`config.mk`:
```
export PLATFORM = sky130hd
export DESIGN_NAME = pwm_bank
export DESIGN_NICKNAME = d
export VERILOG_FILES = /design/src/rtl/pwm_bank_pkg.sv /design/src/rtl/pwm_bank_decode.sv /design/src/rtl/pwm_bank_chan.sv /design/src/rtl/pwm_bank.sv
export SDC_FILE = /design/constraint.sdc
export NUM_CORES = 2
export LEC_CHECK = 0
export ABC_AREA = 0
export BUFFER_PORTS_ARGS = -buffer_cell sky130_fd_sc_hd__buf_2
export CORE_UTILIZATION = 30
export DETAILED_ROUTE_END_ITERATION = 8
export PLACE_DENSITY = 0.52
export SYNTH_ARGS = -nofsm -noshare
export SYNTH_HDL_FRONTEND = slang
export SYNTH_SLANG_ARGS = --single-unit
```
`constraint.sdc`:
```
create_clock -name clk_i -period 8.3 [get_ports clk_i]
set_input_delay 1.245 -clock clk_i [delete_from_list [all_inputs] [get_ports clk_i]]
set_output_delay 1.245 -clock clk_i [all_outputs]
set_load 0.02 [all_outputs]
```
`src/rtl/pwm_bank_pkg.sv`:
```
package pwm_bank_pkg;
  localparam int DATA_W = 32;
  localparam int WIN_W  = 5;   // 0x20-byte window per channel

  typedef enum logic [1:0] {
    F_PERIOD = 2'd0,
    F_DUTY   = 2'd1,
    F_REPS   = 2'd2,
    F_CTRL   = 2'd3
  } field_e;

  localparam int CTRL_EN   = 0;
  localparam int CTRL_POL  = 1;
  localparam int CTRL_KEEP = 2;
  localparam int CTRL_W    = 3;
endpackage

```
`src/rtl/pwm_bank_decode.sv`:
```
module pwm_bank_decode
  import pwm_bank_pkg::*;
#(
  parameter int NUM_CH = 4,
  localparam int CH_W  = $clog2(NUM_CH),
  localparam int ADDR_W = CH_W + WIN_W
) (
  input  logic [ADDR_W-1:0] addr_i,
  output logic [CH_W-1:0]   ch_o,
  output field_e            field_o,
  output logic              hit_o
);
  assign ch_o    = addr_i[ADDR_W-1:WIN_W];
  assign field_o = field_e'(addr_i[3:2]);
  // only word-aligned offsets 0x0..0xC are mapped
  assign hit_o   = (addr_i[1:0] == 2'b00) && !addr_i[4];
endmodule

```
`src/rtl/pwm_bank_chan.sv`:
```
module pwm_bank_chan
  import pwm_bank_pkg::*;
#(
  parameter int CNT_W      = 32,
  parameter bit LOAD_ON_EN = 1'b0
) (
  input  logic              clk_i,
  input  logic              rst_ni,
  input  logic              we_i,
  input  field_e            field_i,
  input  logic [DATA_W-1:0] wdata_i,
  output logic [CNT_W-1:0]  period_o,
  output logic [CNT_W-1:0]  duty_o,
  output logic [CNT_W-1:0]  reps_o,
  output logic [CTRL_W-1:0] ctrl_o,
  output logic              pwm_o
);
  localparam logic [CNT_W:0] ONE = (CNT_W+1)'(1);

  logic [CNT_W-1:0] per_sh_q, duty_sh_q, reps_q;
  logic [CNT_W-1:0] per_act_q, duty_act_q, cnt_q, rep_q;
  logic             en_q, pol_q, keep_q;
  logic             wr_ctrl, wr_en1, start, reload, last, fin;

  assign wr_ctrl = we_i && (field_i == F_CTRL);
  assign wr_en1  = wr_ctrl && wdata_i[CTRL_EN];
  assign start   = wr_en1 && !en_q;
  assign reload  = LOAD_ON_EN && wr_en1 && en_q;
  assign last    = en_q && (({1'b0, cnt_q} + ONE) >= {1'b0, per_act_q});
  assign fin     = last && !keep_q && (({1'b0, rep_q} + ONE) >= {1'b0, reps_q});

  always_ff @(posedge clk_i or negedge rst_ni) begin
    if (!rst_ni) begin
      per_sh_q  <= '0;
      duty_sh_q <= '0;
      reps_q    <= '0;
    end else if (we_i) begin
      case (field_i)
        F_PERIOD: per_sh_q  <= wdata_i[CNT_W-1:0];
        F_DUTY:   duty_sh_q <= wdata_i[CNT_W-1:0];
        F_REPS:   reps_q    <= wdata_i[CNT_W-1:0];
        default:  ;
      endcase
    end
  end

  // a control write wins over the self-stop at the end of a finite run
  always_ff @(posedge clk_i or negedge rst_ni) begin
    if (!rst_ni) begin
      en_q   <= 1'b0;
      pol_q  <= 1'b0;
      keep_q <= 1'b0;
    end else if (wr_ctrl) begin
      en_q   <= wdata_i[CTRL_EN];
      pol_q  <= wdata_i[CTRL_POL];
      keep_q <= wdata_i[CTRL_KEEP];
    end else if (fin) begin
      en_q   <= 1'b0;
    end
  end

  always_ff @(posedge clk_i or negedge rst_ni) begin
    if (!rst_ni) begin
      per_act_q  <= '0;
      duty_act_q <= '0;
      cnt_q      <= '0;
      rep_q      <= '0;
    end else if (start || reload) begin
      per_act_q  <= per_sh_q;
      duty_act_q <= duty_sh_q;
      cnt_q      <= '0;
      if (start) rep_q <= '0;
    end else if (wr_ctrl && !wdata_i[CTRL_EN]) begin
      cnt_q <= '0;
    end else if (last) begin
      cnt_q <= '0;
      if (!keep_q) rep_q <= rep_q + 1'b1;
      if (!LOAD_ON_EN) begin
        per_act_q  <= per_sh_q;
        duty_act_q <= duty_sh_q;
      end
    end else if (en_q) begin
      cnt_q <= cnt_q + 1'b1;
    end
  end

  assign pwm_o    = (en_q && (cnt_q < duty_act_q)) ^ pol_q;
  assign period_o = per_sh_q;
  assign duty_o   = duty_sh_q;
  assign reps_o   = reps_q;
  assign ctrl_o   = {keep_q, pol_q, en_q};

  AST_CNT_BOUND: assert property (@(posedge clk_i) disable iff (!rst_ni)
    (en_q && per_act_q != '0) |-> (cnt_q < per_act_q));
  AST_START_ZERO: assert property (@(posedge clk_i) disable iff (!rst_ni)
    start |=> (en_q && cnt_q == '0));
  AST_FIN_STOP: assert property (@(posedge clk_i) disable iff (!rst_ni)
    (fin && !wr_ctrl) |=> !en_q);
  AST_KEEP_RUN: assert property (@(posedge clk_i) disable iff (!rst_ni)
    (en_q && keep_q && !wr_ctrl) |=> en_q);
  AST_ACT_HOLD: assert property (@(posedge clk_i) disable iff (!rst_ni)
    (en_q && !last && !start && !reload) |=> ($stable(per_act_q) && $stable(duty_act_q)));
endmodule

```
`src/rtl/pwm_bank.sv`:
```
module pwm_bank
  import pwm_bank_pkg::*;
#(
  parameter int NUM_CH     = 4,
  parameter int CNT_W      = 32,
  parameter bit LOAD_ON_EN = 1'b0,
  localparam int CH_W   = $clog2(NUM_CH),
  localparam int ADDR_W = CH_W + WIN_W
) (
  input  logic              clk_i,
  input  logic              rst_ni,
  input  logic              bus_sel_i,
  input  logic              bus_we_i,
  input  logic [ADDR_W-1:0] bus_addr_i,
  input  logic [DATA_W-1:0] bus_wdata_i,
  output logic [DATA_W-1:0] bus_rdata_o,
  output logic [NUM_CH-1:0] pwm_o
);
  if (!(NUM_CH == 2 || NUM_CH == 4 || NUM_CH == 8)) begin : g_bad_ch
    $error("NUM_CH must be 2, 4 or 8");
  end
  if (CNT_W > DATA_W || CNT_W < 1) begin : g_bad_w
    $error("CNT_W must be 1..32");
  end

  logic [CH_W-1:0]   ch;
  field_e            field;
  logic              hit;
  logic [CNT_W-1:0]  per_rd  [NUM_CH];
  logic [CNT_W-1:0]  duty_rd [NUM_CH];
  logic [CNT_W-1:0]  reps_rd [NUM_CH];
  logic [CTRL_W-1:0] ctrl_rd [NUM_CH];

  pwm_bank_decode #(.NUM_CH(NUM_CH)) u_dec (
    .addr_i (bus_addr_i),
    .ch_o   (ch),
    .field_o(field),
    .hit_o  (hit)
  );

  for (genvar i = 0; i < NUM_CH; i++) begin : g_ch
    logic ch_we;
    assign ch_we = bus_sel_i && bus_we_i && hit && (ch == CH_W'(i));
    pwm_bank_chan #(.CNT_W(CNT_W), .LOAD_ON_EN(LOAD_ON_EN)) u_chan (
      .clk_i   (clk_i),
      .rst_ni  (rst_ni),
      .we_i    (ch_we),
      .field_i (field),
      .wdata_i (bus_wdata_i),
      .period_o(per_rd[i]),
      .duty_o  (duty_rd[i]),
      .reps_o  (reps_rd[i]),
      .ctrl_o  (ctrl_rd[i]),
      .pwm_o   (pwm_o[i])
    );
  end

  always_comb begin
    bus_rdata_o = '0;
    if (bus_sel_i && !bus_we_i && hit) begin
      case (field)
        F_PERIOD: bus_rdata_o = DATA_W'(per_rd[ch]);
        F_DUTY:   bus_rdata_o = DATA_W'(duty_rd[ch]);
        F_REPS:   bus_rdata_o = DATA_W'(reps_rd[ch]);
        default:  bus_rdata_o = DATA_W'(ctrl_rd[ch]);
      endcase
    end
  end

  AST_RD_IDLE_ZERO: assert property (@(posedge clk_i) disable iff (!rst_ni)
    !bus_sel_i |-> (bus_rdata_o == '0));
endmodule

```
Yosys cells after proc, flatten, opt, wreduce, memory -nomap -nowiden --
Cells that the tools add are included.
Cells by class: equality and inequality tests 14, reductions and logical operators 87, order comparisons 13, bitwise logic cells 5, mux-type cells 78, $add $sub $neg 16
Operators by type and width (number):
- 32-bit two-way mux | 63
- 32-bit by 1-bit adder with 33-bit output, second input constant | 8
- 33-bit by 32-bit greater-or-equal comparator with 1-bit output | 8
- 32-bit by 1-bit adder with 32-bit output, second input constant | 8
- 32-bit binary-select mux with 2-bit select | 3
- 32-bit less-than comparator | 4
- 32-bit one-hot mux with 3 select lines | 1
- 1-bit logical AND | 41
- 2-bit AND reduction | 16
- 2-bit nonzero test | 8
- 4-bit nonzero test | 4
- 3-bit AND reduction | 4
- 1-bit zero test | 11
- 2-bit equality test, second input constant | 4
- 1-bit two-way mux | 8
- 2-bit by 1-bit != test with 1-bit output, second input constant | 4
- 2-bit != test, second input constant | 4
- 3-bit binary-select mux with 2-bit select | 1
- 2-bit zero test | 3
- 3-bit two-way mux | 2
- 2-bit by 1-bit equality test with 1-bit output, second input constant | 2
- 1-bit XOR | 4
- 3-bit greater-or-equal comparator, second input constant | 1
- 2-bit inverter with 3-bit output | 1
Word-level totals: input bits 43, word-level logic and storage cells 253, register bits 908

Longest topological paths before layout --
depth in word-level cells 9, mapped depth 20, depth with buffers taken out 17

Hierarchy --
From an unflattened synthesis, not the netlist that was laid out.
Second synthesis, totals: cells, all modules 4779, area total of the unflattened synthesis 52929.5 um^2
Modules (own cells, without submodules):
- pwm_bank_chan (g_ch[0].u_chan ...) | cells an instance 1135, area an instance 12503.2 um^2, sequential area each 5680.4 um^2, times used 2
- pwm_bank_chan (g_ch[2].u_chan) | cells an instance 1106, area an instance 12625.9 um^2, sequential area each 5680.4 um^2, times used 1
- pwm_bank_chan (g_ch[3].u_chan) | cells an instance 1181, area an instance 12092.8 um^2, sequential area each 5680.4 um^2, times used 1
- pwm_bank | cells an instance 217, area an instance 3164.3 um^2, sequential area each 0.0 um^2, times used 1
- pwm_bank_decode | cells an instance 5, area an instance 40.0 um^2, sequential area each 0.0 um^2, times used 1

Worst setup path after synthesis --
OpenSTA, ideal clock, no wires.
kind input port to output port, start point input bus_addr_i[5], end point output bus_rdata_o[12], data arrival time 3.563 ns, slack 3.492 ns, cell stages on the path 7, path through clkbuf_1 > buf_2 > clkbuf_1 > buf_1 > mux4_2 > a21oi_1 > nor2_1
Between the ends: word-level cells in the longest chain between the ends 6, elaborated cells between the ends (all ways) 12
Ends and longest elaborated chain:
- start: declaration | line pwm_bank.sv:14 | input logic [ADDR_W-1:0] bus_addr_i,
- 2-bit inverter with 3-bit output (not written as such) (*) | line pwm_bank.sv:62, pwm_bank.sv:63, pwm_bank.sv:64
- 32-bit binary-select mux with 2-bit select (on tied branches) | line pwm_bank.sv:64, pwm_bank.sv:62, pwm_bank.sv:63
- 32-bit two-way mux (on tied branches) (2 in series) | line pwm_bank.sv:64, pwm_bank.sv:62, pwm_bank.sv:63
- 32-bit one-hot mux with 3 select lines (*) | line pwm_bank.sv:61 | case (field)
- 32-bit two-way mux (*) | line pwm_bank.sv:60 | if (bus_sel_i && !bus_we_i && hit) begin
- end: declaration | line pwm_bank.sv:16 | output logic [DATA_W-1:0] bus_rdata_o,
Every way passes the cells marked *; elsewhere a longest branch is shown, timed or not. The select of a mux whose other input is x is not followed.

Worst setup path after layout --
start point register g_ch[3].u_chan.cnt_q[3], end point register g_ch[3].u_chan.duty_act_q[12]
Between the ends: word-level cells in the longest chain between the ends 5
Ends and longest elaborated chain:
- start: declaration | line pwm_bank_chan.sv:21 | logic [CNT_W-1:0] per_act_q, duty_act_q, cnt_q, rep_q;
- start signal: assignment | line pwm_bank_chan.sv:83 | cnt_q <= cnt_q + 1'b1;
- 32-bit by 1-bit adder with 33-bit output | line pwm_bank_chan.sv:29 | assign last = en_q && (({1'b0, cnt_q} + ONE) >= {1'b0, per_act_q});
- 33-bit by 32-bit greater-or-equal comparator with 1-bit output | line pwm_bank_chan.sv:29
- 1-bit logical AND | line pwm_bank_chan.sv:29
- 2-bit nonzero test (no source line)
- 2-bit AND reduction (no source line)
- end signal: assignment | line pwm_bank_chan.sv:70 | duty_act_q <= duty_sh_q;
- end signal: assignment | line pwm_bank_chan.sv:80 | duty_act_q <= duty_sh_q;
- end: declaration | line pwm_bank_chan.sv:21
Every way passes these cells. A chain may end at the register's enable or synchronous reset.

==> metrics.cfg <==
[sta]
max_freq_ghz = 0.162
final-max-slew-violation-count = 0
clock_skew_ns = 0.0349
rsz0062_at_grt = false
hold_slack_ns = 0.504
hold_violations = 0
setup_viol = 0
setup_slack_ns = 2.13
min_period_ns = 6.17
final.setup.tns_ns = 0
fin_crit_sh = 0.743
slew_headroom = 0.205
tightest_slew_ns = 1.19

[clock_tree]
h-tree-depth = 3
cts.sinks = 908
clkTransAtPathRegs_ns = 0.07
post_cts_buffers = 0
hold_buffers = 0
cts_resized = 0
cts_root_buffer = clkbuf_16
clock_path_buffers = 3
clkLatencyLatePin_ns = 0.72
numCtsBuffers = 103
cts_tree = built

[place]
placed_cells = 7077
preCtsSetupSlack_ns = 2.19
dp_hpwl_mm = 123
finalWeightedCongestion = 0.895
port_buffers = 78

[synthesis]
seq_area_frac_synth = 0.435
async_flop_share = 1.00
synthCells = 4862
synth_edf_count = 0
synth_cell_types = 79
netlist_area_um2 = 52200
avgSynthCellArea_um2 = 10.7
synthesis.nets = 5293
ys.flop_type = dfrtp_1
synth.yosys.warnings = 0
synth_seq_cells = 908

[power_and_ir_drop]
comb_power_share = 0.196
peakVddDrop_mv = 0.221
swShare = 0.306
leakage_nw = 28.1
p_sw_mw = 3.76
total_power_mw = 12.3
p_clk_frac = 0.396
power_density_nw_per_um2 = 209
internal-power_mw = 8.50
seqPwrFrac = 0.408

[floorplan]
num_rows = 152
dieArea_um2 = 176000
die_h_um = 419
die_w_um = 419
ios = 79
initial_utilization = 0.303
core_area_um2 = 172000

[critical_path]
critPathRequiredTime_ns = 8.90
crit_path_max_incr_delay_ns = 0.79
reg2reg_from = g_ch[3].u_chan.cnt_q[3]
critPathCaptureType = register
cp_top_family = simple AND/OR/NAND/NOR gates
path_cells = nand4_1 > nor3_1 > nand3_1 > nor3b_1 > and3_1 > xor2_1 > ha_1 > nand4_1 > inv_1 > nand3_1 > nor4_1 > o21ai_0 > and2_1 > a21oi_4 > buf_4 > mux2_2
critPathLaunch = g_ch[3].u_chan.cnt_q[3]
reg2reg_slack_ns = 2.13
critical_path_class = register to register
cp-start-kind = register
worst-path-max-fanout = 64
crit_slowest_cell = nor3b_1
crit_arrival_ns = 6.77
critPathBufInv = 2

[detailed_routing]
viasPerCell = 5.12
via_count = 37200
drc = 0
ant_nets = 0
wl_mm = 164
first_pass_iters = 5
drtIter0Drc = 2917
wire_per_inst_um = 22.5

[grt]
grt.total_usage = 0.186
overflow = 0
antenna_found_initial = 16
grt_pass1_vias = 36300
grt_max_degree = 188
grt_pass1_wl_mm = 244

[layout]
fillers = 17400
drive_gt1_frac = 0.203
stdcell_count = 7269
multiInputGateArea_um2 = 27000
num-nets-final = 5303
area_growth_pct = 12.5
seqCellArea_um2 = 22700

[min_path]
hp-class = register to register
hp-start = g_ch[2].u_chan.duty_act_q[29]

[flow_run]
maxCapViolCount = 0

[run_status]
status = finished, final reports clean

==> path summary, 6_finish.rpt <==
| path | endpoint | cells after the start |
|---|---|---|
| setup / recovery | g_ch[3].u_chan.duty_act_q[12] | 16 |
| hold / removal | g_ch[2].u_chan.duty_act_q[29] | 1 |
| setup reg to reg | g_ch[3].u_chan.duty_act_q[12] | 16 |
| hold reg to reg | g_ch[2].u_chan.duty_act_q[29] | 1 |
| max in group asynchronous | g_ch[1].u_chan.cnt_q[13] | 3 |
| min in group asynchronous | g_ch[2].u_chan.rep_q[25] | 1 |
==> state kept, by name (all words and copies together), names as in the netlist <==
signal	cells
g_ch.u_chan.cnt_q	128
g_ch.u_chan.duty_act_q	128
g_ch.u_chan.duty_o	128
g_ch.u_chan.per_act_q	128
g_ch.u_chan.period_o	128
g_ch.u_chan.rep_q	128
g_ch.u_chan.reps_o	128
g_ch.u_chan.en_q	4
g_ch.u_chan.keep_q	4
g_ch.u_chan.pol_q	4
==> cell type report <==
type	instances	share of cell area
multi-input cells	3274	0.460
flip-flops and latches	908	0.387
clock buffers	139	0.0508
well taps	2310	0.0492
inverters	453	0.0289
repair buffers	132	0.0149
clock inverters	49	0.00984
diodes	4	0.000170
==> cells in the final DEF (no fill, tap or decap), types with 24 or more instances in the layout <==
| master | n |
|---|---|
| nand3_1 | 135 |
| clkbuf_16 | 105 |
| nor2_1 | 200 |
| nand4_1 | 111 |
| ha_1 | 388 |
| dfrtp_1 | 908 |
| a22o_1 | 76 |
| and3_1 | 65 |
| o21ai_0 | 244 |
| mux2_2 | 493 |
| o31ai_1 | 42 |
| a31oi_1 | 72 |
| buf_2 | 75 |
| inv_1 | 453 |
| a211oi_1 | 29 |
| xnor2_1 | 146 |
| mux4_2 | 102 |
| a21oi_1 | 179 |
| mux2i_1 | 51 |
| a21o_1 | 61 |
| mux2_4 | 60 |
| nor3_1 | 36 |
| buf_4 | 50 |
| nand2_1 | 371 |
| nand2b_1 | 51 |
| xor2_1 | 92 |
| clkinv_2 | 24 |
==> cell families (layout without fill, tap and decap cells) <==
logic type / after synthesis / after routing / share of synthesized area
muxes: 706 / 706 / 0.177
DFF: 908 / 908 / 0.435
other: 0 / 4 / 0
xor gates and xnor gates: 238 / 238 / 0.0399
adders and majority gates: 388 / 388 / 0.0929
and+or+nand+nor: 1122 / 1122 / 0.105
buffers and inverters: 680 / 773 / 0.0507
AOI/OAI and AO/OA: 820 / 820 / 0.0995
==> per-layer routing <==
| metal | track usage | wire [um] | vias up |
|---|---|---|---|
| met5 | 0 | 12 | - |
| met3 | 0.0217 | 7070 | 180 |
| met4 | 0.0641 | 5290 | 2 |
| met1 | 0.274 | 79800 | 18800 |
| met2 | 0.279 | 71500 | 831 |
| li1 | - | - | 17400 |
==> power groups by stage <==
stage	registers, mW	clock network [mW]	logic (mW)
floorplan	4.92	0	1.73
global placement	5.06	0	2.39
detailed placement	5.07	0	2.43
CTS	4.99	4.96	2.44
global route	5.03	5.13	2.64
finish	5.00	4.85	2.40
==> Yosys cell counts, drive strengths merged (42+ instances only) <==
master,number,area share
mux2i,51,0.0098
a21oi,181,0.017
nor2,208,0.015
nor3,42,0.0042
nand2,373,0.027
a31oi,72,0.0086
o21ai,248,0.024
nand2b,52,0.0062
xor2,92,0.015
and3,65,0.0078
a22o,76,0.013
o31ai,42,0.0060
inv,453,0.033
buf,54,0.0057
xnor2,146,0.024
ha,388,0.093
nand3,135,0.013
clkbuf,173,0.012
dfrtp,908,0.43
a21o,61,0.0088
nand4,111,0.013
mux2,553,0.12
mux4,102,0.044
==> per-stage QoR <==
stage | util | cell area (um^2)
CTS | 0.341 | 58800
finish | 0.341 | 58800
global route | 0.341 | 58800
detailed placement | 0.320 | 55200
floorplan | - | 52200
global placement | 0.320 | 55200
==> worst register-to-register path, delay by kind of cell (launching register included) <==
| family | cells | cell delay (ns) |
|---|---|---|
| XOR/XNOR | 1 | 0.08 |
| multiplexers | 1 | 0.55 |
| AND/OR/NAND/NOR | 9 | 3.40 |
| adder cells (fa/ha/maj) | 1 | 0.32 |
| AO/OA/AOI/OAI | 2 | 0.50 |
| buffers and inverters | 2 | 0.71 |
| flip-flops | 1 | 0.50 |
(Power assumes the default switching activity.)
